--- src/rtl/b2fe_pkg.sv ---
package b2fe_pkg;

  // Kind of a slot travelling down the latency chain
  typedef enum logic [2:0] {
    SLOT_IDLE = 3'd0,
    SLOT_WR   = 3'd1,
    SLOT_RD   = 3'd2,
    SLOT_CFG  = 3'd3,
    SLOT_LOOP = 3'd4
  } slot_kind_e;

endpackage

--- src/rtl/b2fe_decode.sv ---
module b2fe_decode
  import b2fe_pkg::*;
(
  input  logic       ctl_reset,
  input  logic       ctl_cfg_wr,
  input  logic       ctl_loop,
  input  logic       ctl_load_n,
  input  logic       ctl_rd_wrn,
  output slot_kind_e kind,
  output logic       flush,
  output logic       mem_we,
  output logic       cfg_we
);

  // Fixed priority: reset, configuration write, loopback, memory
  always_comb begin
    kind = SLOT_IDLE;
    if (ctl_reset) begin
      kind = SLOT_IDLE;
    end else if (ctl_cfg_wr) begin
      kind = ctl_load_n ? SLOT_IDLE : SLOT_CFG;
    end else if (ctl_loop) begin
      kind = SLOT_LOOP;
    end else if (!ctl_load_n) begin
      kind = ctl_rd_wrn ? SLOT_RD : SLOT_WR;
    end
  end

  assign flush  = ctl_reset;
  assign mem_we = (kind == SLOT_WR);
  assign cfg_we = (kind == SLOT_CFG);

endmodule

--- src/rtl/b2fe_store.sv ---
module b2fe_store #(
  parameter int AW = 3,
  parameter int PW = 16
) (
  input  logic          clk,
  input  logic          we,
  input  logic [AW-1:0] waddr,
  input  logic [PW-1:0] wdata,
  input  logic [AW-1:0] raddr,
  output logic [PW-1:0] rdata
);

  localparam int DEPTH = 1 << AW;

  logic [PW-1:0] mem_q [DEPTH];

  // Array holds no reset; content is defined once written
  always_ff @(posedge clk) begin
    if (we) begin
      mem_q[waddr] <= wdata;
    end
  end

  assign rdata = mem_q[raddr];

endmodule

--- src/rtl/b2fe_lat_pipe.sv ---
module b2fe_lat_pipe
  import b2fe_pkg::*;
#(
  parameter int LAT = 5,
  parameter int PW  = 16
) (
  input  logic          clk,
  input  logic          rst_n,
  input  logic          flush,
  input  slot_kind_e    in_kind,
  input  logic [PW-1:0] in_data,
  output logic          out_oe,
  output logic [PW-1:0] out_data
);

  // LAT stages plus the output register: a slot sampled at edge E
  // reaches the pins just after edge E+LAT.
  for (genvar i = 0; i < LAT; i++) begin : g_st
    slot_kind_e    kind_q, kind_d, src_kind;
    logic [PW-1:0] data_q, data_d, src_data;

    if (i == 0) begin : g_head
      assign src_kind = in_kind;
      assign src_data = in_data;
    end else begin : g_body
      assign src_kind = g_st[i-1].kind_q;
      assign src_data = g_st[i-1].data_q;
    end

    always_comb begin
      kind_d = flush ? SLOT_IDLE : src_kind;
      data_d = flush ? '0 : src_data;
    end

    always_ff @(posedge clk or negedge rst_n) begin
      if (!rst_n) begin
        kind_q <= SLOT_IDLE;
        data_q <= '0;
      end else begin
        kind_q <= kind_d;
        data_q <= data_d;
      end
    end
  end

  slot_kind_e    tail_kind;
  logic [PW-1:0] tail_data;
  logic          oe_d, oe_q;
  logic [PW-1:0] dout_d, dout_q;

  assign tail_kind = g_st[LAT-1].kind_q;
  assign tail_data = g_st[LAT-1].data_q;

  always_comb begin
    oe_d   = 1'b0;
    dout_d = '0;
    if (!flush) begin
      case (tail_kind)
        SLOT_RD, SLOT_LOOP: begin
          oe_d   = 1'b1;
          dout_d = tail_data;
        end
        SLOT_CFG: dout_d = 'x;
        default:  dout_d = '0;
      endcase
    end
  end

  always_ff @(posedge clk or negedge rst_n) begin
    if (!rst_n) begin
      oe_q   <= 1'b0;
      dout_q <= '0;
    end else begin
      oe_q   <= oe_d;
      dout_q <= dout_d;
    end
  end

  assign out_oe   = oe_q;
  assign out_data = dout_q;

endmodule

--- src/rtl/b2fe_frontend.sv ---
module b2fe_frontend
  import b2fe_pkg::*;
#(
  parameter int AW  = 3,
  parameter int DW  = 8,
  parameter int LAT = 5
) (
  input  logic            clk,
  input  logic            rst_n,
  input  logic            ctl_reset,
  input  logic            ctl_cfg_wr,
  input  logic            ctl_loop,
  input  logic            ctl_load_n,
  input  logic            ctl_rd_wrn,
  input  logic [AW-1:0]   addr,
  input  logic [2*DW-1:0] din,
  output logic [2*DW-1:0] dout,
  output logic            dout_oe,
  output logic [AW-1:0]   cfg_value
);

  localparam int PW = 2 * DW;

  slot_kind_e    kind;
  logic          flush, mem_we, cfg_we;
  logic [PW-1:0] rdata, slot_data;
  logic [AW-1:0] cfg_d, cfg_q;

  b2fe_decode u_decode (
    .ctl_reset  (ctl_reset),
    .ctl_cfg_wr (ctl_cfg_wr),
    .ctl_loop   (ctl_loop),
    .ctl_load_n (ctl_load_n),
    .ctl_rd_wrn (ctl_rd_wrn),
    .kind       (kind),
    .flush      (flush),
    .mem_we     (mem_we),
    .cfg_we     (cfg_we)
  );

  b2fe_store #(.AW(AW), .PW(PW)) u_store (
    .clk   (clk),
    .we    (mem_we),
    .waddr (addr),
    .wdata (din),
    .raddr (addr),
    .rdata (rdata)
  );

  // Read data is captured at the sampling edge and carried with the slot
  always_comb begin
    case (kind)
      SLOT_RD:   slot_data = rdata;
      SLOT_LOOP: slot_data = din;
      default:   slot_data = '0;
    endcase
  end

  b2fe_lat_pipe #(.LAT(LAT), .PW(PW)) u_pipe (
    .clk      (clk),
    .rst_n    (rst_n),
    .flush    (flush),
    .in_kind  (kind),
    .in_data  (slot_data),
    .out_oe   (dout_oe),
    .out_data (dout)
  );

  // Configuration register with written-out load enable
  always_comb begin
    cfg_d = cfg_q;
    if (cfg_we) begin
      cfg_d = addr;
    end
  end

  always_ff @(posedge clk or negedge rst_n) begin
    if (!rst_n) begin
      cfg_q <= '0;
    end else begin
      cfg_q <= cfg_d;
    end
  end

  assign cfg_value = cfg_q;

endmodule

--- config.mk ---
export PLATFORM = sky130hd
export DESIGN_NAME = b2fe_frontend
export DESIGN_NICKNAME = d
export VERILOG_FILES = /design/src/rtl/b2fe_pkg.sv /design/src/rtl/b2fe_decode.sv /design/src/rtl/b2fe_store.sv /design/src/rtl/b2fe_lat_pipe.sv /design/src/rtl/b2fe_frontend.sv
export SDC_FILE = /design/constraint.sdc
export NUM_CORES = 1
export LEC_CHECK = 0
export ABC_AREA = 1
export BUFFER_PORTS_ARGS = -buffer_cell sky130_fd_sc_hd__buf_2
export CORE_MARGIN = 2
export CORE_UTILIZATION = 60
export DETAILED_ROUTE_END_ITERATION = 8
export PLACE_DENSITY = 0.78
export SETUP_SLACK_MARGIN = 0.15
export SLEW_MARGIN = 20
export SYNTH_ARGS = -nofsm -noshare
export SYNTH_HDL_FRONTEND = slang
export SYNTH_SLANG_ARGS = --single-unit
export TNS_END_PERCENT = 10
--- constraint.sdc ---
create_clock -name clk -period 1.52 [get_ports clk]
set_clock_uncertainty 0.2 [all_clocks]
set_input_delay 0.228 -clock clk [delete_from_list [all_inputs] [get_ports clk]]
set_output_delay 0.228 -clock clk [all_outputs]
set_load 0.05 [all_outputs]
### Word level (Yosys, flattened, before mapping)

Memory sizes are Yosys's and may differ from the RTL's.
Cells that the tools add are included.

* muxes and demuxes: 23
* eq/ne operators: 7
* reduce and logical (&&, ||, !) cells: 1

Operators by type and width (number)
* $mux 16: 6
* $pmux 16 s2: 2
* $mux 3: 9
* $eq 3x2->1 const B: 4
* $eq 3x3->1 const B: 2
* $mux 1: 4
* $mux 2: 2
* $eq 3x1->1 const B: 1
* $reduce_or 2->1: 1

* flip-flop bits (word level): 115
* output and inout bits: 20
* RAM bits: 128
* memories kept: 1
* logic and storage cells: 45

Memory list
* u_store.mem_q: words 8, width 16, read ports 1, clocked after memory_dff 0, wr ports 1, line b2fe_store.sv:15 `logic [PW-1:0] mem_q [DEPTH];`

### Longest topological paths before layout

* depth in word-level cells: 8
* mapped depth: 9
* gate-level depth less buffers: 8

### Modules after synthesis

From an unflattened synthesis, not the netlist that was laid out.

* cell total of the unflattened synthesis: 1009
* area total of the unflattened synthesis: 9993.3 sq um

Modules (own cells, without submodules)
* b2fe_store: seq. area each 3843.7 sq um, cells each 571, area an instance 5669.2 sq um, times used 1
* b2fe_lat_pipe: seq. area each 2802.7 sq um, cells each 353, area an instance 3791.1 sq um, times used 1
* b2fe_frontend: seq. area each 75.1 sq um, cells each 70, area an instance 452.9 sq um, times used 1
* b2fe_decode: seq. area each 0.0 sq um, cells each 15, area an instance 80.1 sq um, times used 1

### Least setup slack after synthesis

Ideal clock, no wire load.

* path type: input-to-reg
* start: input addr[0]
* end: memory u_store.mem_q[4][0] (enable)
* arrival time: 1.581 ns
* setup slack: -0.649 ns
* stages: 5
* data required time: 0.932 ns
* cells stage by stage: inv_1 > buf_2 > buf_1 > nand2_1 > nor2_1

RTL lines
* from (decl): line b2fe_frontend.sv:15 `input logic [AW-1:0] addr,`
* to (decl): line b2fe_store.sv:15

No word-level cell before the write port.

### Final worst setup path

* start: register cfg_q[0], in the netlist cfg_value[0]
* end: output cfg_value[0]

RTL lines
* from (decl): line b2fe_frontend.sv:27 `logic [AW-1:0] cfg_d, cfg_q;`
* from (signal assigned): line b2fe_frontend.sv:81 `cfg_q <= cfg_d;`
* to (decl): line b2fe_frontend.sv:19 `output logic [AW-1:0] cfg_value`

No word-level cell between the ends.

==> flow_summary_export.csv <==
group,metric,value,unit
status,status,"finished with violations",
status,violations,"hold timing",
critical_path,crit_family,"flip-flops",
final_layout,final_nets,943,
global_route,grt_pass1_wl,28500,um
placed_design,place_area,0.00991,sq mm
sta,period_minus_slack,1.51,ns
clocking,cts_max_level,1,
critical_path,startpoint,"cfg_value[0]",
critical_path,start_kind,"flip-flop",
sta,finalMaxSlewViolations,0,
drt,first_pass_iters,5,
drt,drc,0,
power,power,13600,uW
final_layout,diodes,0,
critical_path,reg2reg_to,"u_pipe.g_st[0].data_q[14]",
critical_path,critPathSlowestCell,"dfrtp_1",
sta,hold_ws,-0.0640,ns
yosys,synth_flop_cell,"edfxtp_1",
critical_path,cp_cell_sequence,"buf_6",
drt,drtIter0Drc,524,
drt,routedWlPerCell,15.6,um
yosys,yosys_warnings,0,
critical_path,end_kind,"output pin",
global_route,grt_max_degree,47,
die,die_h,127,um
sta,fmax,0.661,GHz
critical_path,r2r.worst_path.cells,6,
power,vdd.ir_drop.worst,1.19,mV
sta,fin_crit_sh,99.6,%
placed_design,dp_hpwl,11200,um
yosys,synth-seq-cells,243,
clocking,clock_sinks,243,
yosys,synthCells,815,
final_layout,fillers,904,
yosys,synth_top_cell_by_area,"edfxtp_1",
yosys,synthArstFlopShare,47.3,%
clocking,clock_latency,0.51,ns
critical_path,r2r_slack,0.26,ns
drt,viasPerCell,5.18,
global_route,grt_usage,22.5,%
yosys,yosysMostFrequentCell,"nand2_1",
die,die_w,127,um
final_layout,drive_gt1_share,15.2,%
yosys,avgSynthCellArea,11.1,sq um
final_layout,syn_to_final_growth,22.2,%
critical_path,arrival,1.09,ns
global_route,grt_pass1_vias,5898,
yosys,yosysTopAreaCellShare,42.6,%
sta,slew_headroom,71.4,%
critical_path,critPathKind,"reg -> out",
drt,final_antenna_net_count,0,
power,cellPowerDensity,1230,mW/mm^2
global_route,grt_overflow,0,
critical_path,crit_fanout,2,
yosys,synth_fp_nets,841,
yosys,netlist_area,0.00902,sq mm
critical_path,r2r-start,"u_store.mem_q[1][14]",
critical_path,worst-path-buf-inv,1,
die,ios,46,
final_layout,final_cells,1117,
sta,hold_violations,14,
critical_path,slowest_delay,0.41,ns
clocking,clockBufferDepth,3,
placed_design,place_congestion,0.860,
job,max-cap-violations,0,
drt,wl,17400,um
critical_path,cp.required,1.09,ns
sta,worstMarginPinSlew,0.428,ns
clocking,cts_hold_buf,21,
yosys,synth_edf_count,128,
global_route,antenna_found_initial,0,
sta,setup_slack,0.00612,ns
hold_path,hp-class,"in -> async",
die,dieArea,0.0160,sq mm
sta,finalSetupViolCount,0,
final_layout,final_area,0.0110,sq mm
clocking,cts-root-buf,"clkbuf_16",
yosys,yosysSeqAreaShare,74.5,%
power,p_leak,0.00478,uW
yosys,ys_types,20,
placed_design,pre_cts_ws,-0.318,ns
placed_design,dp_cells,1053,
placed_design,io_buffer_count,45,
yosys,synth_area_leaders,"edfxtp_1 (43%), dfrtp_1 (32%), nand2_1 (9.2%)",
die,start_util,61.8,%
yosys,synth_commonest_cells,"nand2_1 (222), nor2_1 (134), edfxtp_1 (128)",
drt,vias,5783,
sta,rsz0062_at_grt,"true",
die,core-area,0.0146,sq mm
clocking,cts_made_buffers,24,
clocking,tritoncts,"built",
die,rows,44,
clocking,clkTransAtPathRegs,0.06,ns
==> layout make-up <==
class,instances,area (sq um),area share [%]
clock buffers,31,689,6.25
clock inverters,11,85.1,0.771
inverters,110,413,3.74
multi-input cells,431,1820,16.5
flip-flops and latches,243,6720,60.9
well taps,184,230,2.09
repair buffers,107,1070,9.71
==> power by group <==
part	internal, uW	switching (uW)	total [uW]
registers	7050	41.6	7090
clock network	3370	2320	5690
logic	283	543	826
==> layout by cell type, fill, tap and decap left out, types with 2 or more instances in the layout <==
| master | count |
|---|---|
| inv_4 | 2 |
| inv_1 | 104 |
| edfxtp_1 | 128 |
| buf_12 | 16 |
| dlygate4sd3_1 | 21 |
| clkinv_1 | 5 |
| clkbuf_16 | 26 |
| nor2_1 | 125 |
| buf_2 | 24 |
| clkinv_2 | 4 |
| nor2_4 | 11 |
| nand3_1 | 47 |
| inv_2 | 4 |
| clkbuf_8 | 2 |
| nand2_1 | 220 |
| buf_6 | 20 |
| buf_4 | 26 |
| o21ai_0 | 4 |
| dfrtp_1 | 115 |
| a21oi_1 | 16 |
| nor2_2 | 2 |
| clkbuf_1 | 3 |
| nand2_4 | 2 |
==> routing by layer <==
layer	track usage (%)	share of wire (%)	vias up
li1	-	-	2745
met1	29.5	39	2746
met2	38.4	51	245
met3	4.72	7.8	47
met4	6.98	2.8	0
met5	0	0	-
==> worst max-delay path by stage <==
stage,endpoint,cells after the start
6_report,cfg_value[0],1
5_1_grt,cfg_value[2],1
4_1_cts,cfg_value[0],1
3_5_place_dp,u_store.mem_q[1][9],9
3_3_place_gp,u_store.mem_q[1][8],9
2_1_floorplan,u_store.mem_q[1][0],8
==> worst reg2reg max path: cells and delay by family (launching register included) <==
| kind | cells | cell delay (ns) |
|---|---|---|
| DFF | 1 | 0.39 |
| buffers and inverters | 1 | 0.07 |
| AOI/OAI and AO/OA | 1 | 0.15 |
| and+or+nand+nor | 4 | 0.33 |
==> repair_timing <==
action	4_1_cts	5_1_grt
pin swaps	0	2
setup buffers	0	1
setup endpoints to repair	20	64
hold endpoints to repair	264	14
resized for setup	40	0
==> per-stage QoR <==
stage	setup TNS, ns	utilization [%]
2_1_floorplan	-25.56	-
3_3_place_gp	-32.12	67.9
3_5_place_dp	-42.32	67.9
4_1_cts	-0.00454	75.5
5_1_grt	-0.0364	75.6
6_report	0	75.6
==> state kept, by name, summed over array words and instances (netlist names) <==
name	cells
cfg_value	3
u_pipe.g_st.data_q	80
u_pipe.g_st.kind_q	15
u_pipe.out_data	16
u_pipe.out_oe	1
u_store.mem_q	128
==> logic make-up after synthesis <==
group | Yosys count | synth area share [%]
buf+inv | 141 | 6.21
compound gates | 22 | 1.25
simple gates | 409 | 18.0
flops | 243 | 74.5
(Power assumes the default switching activity.)
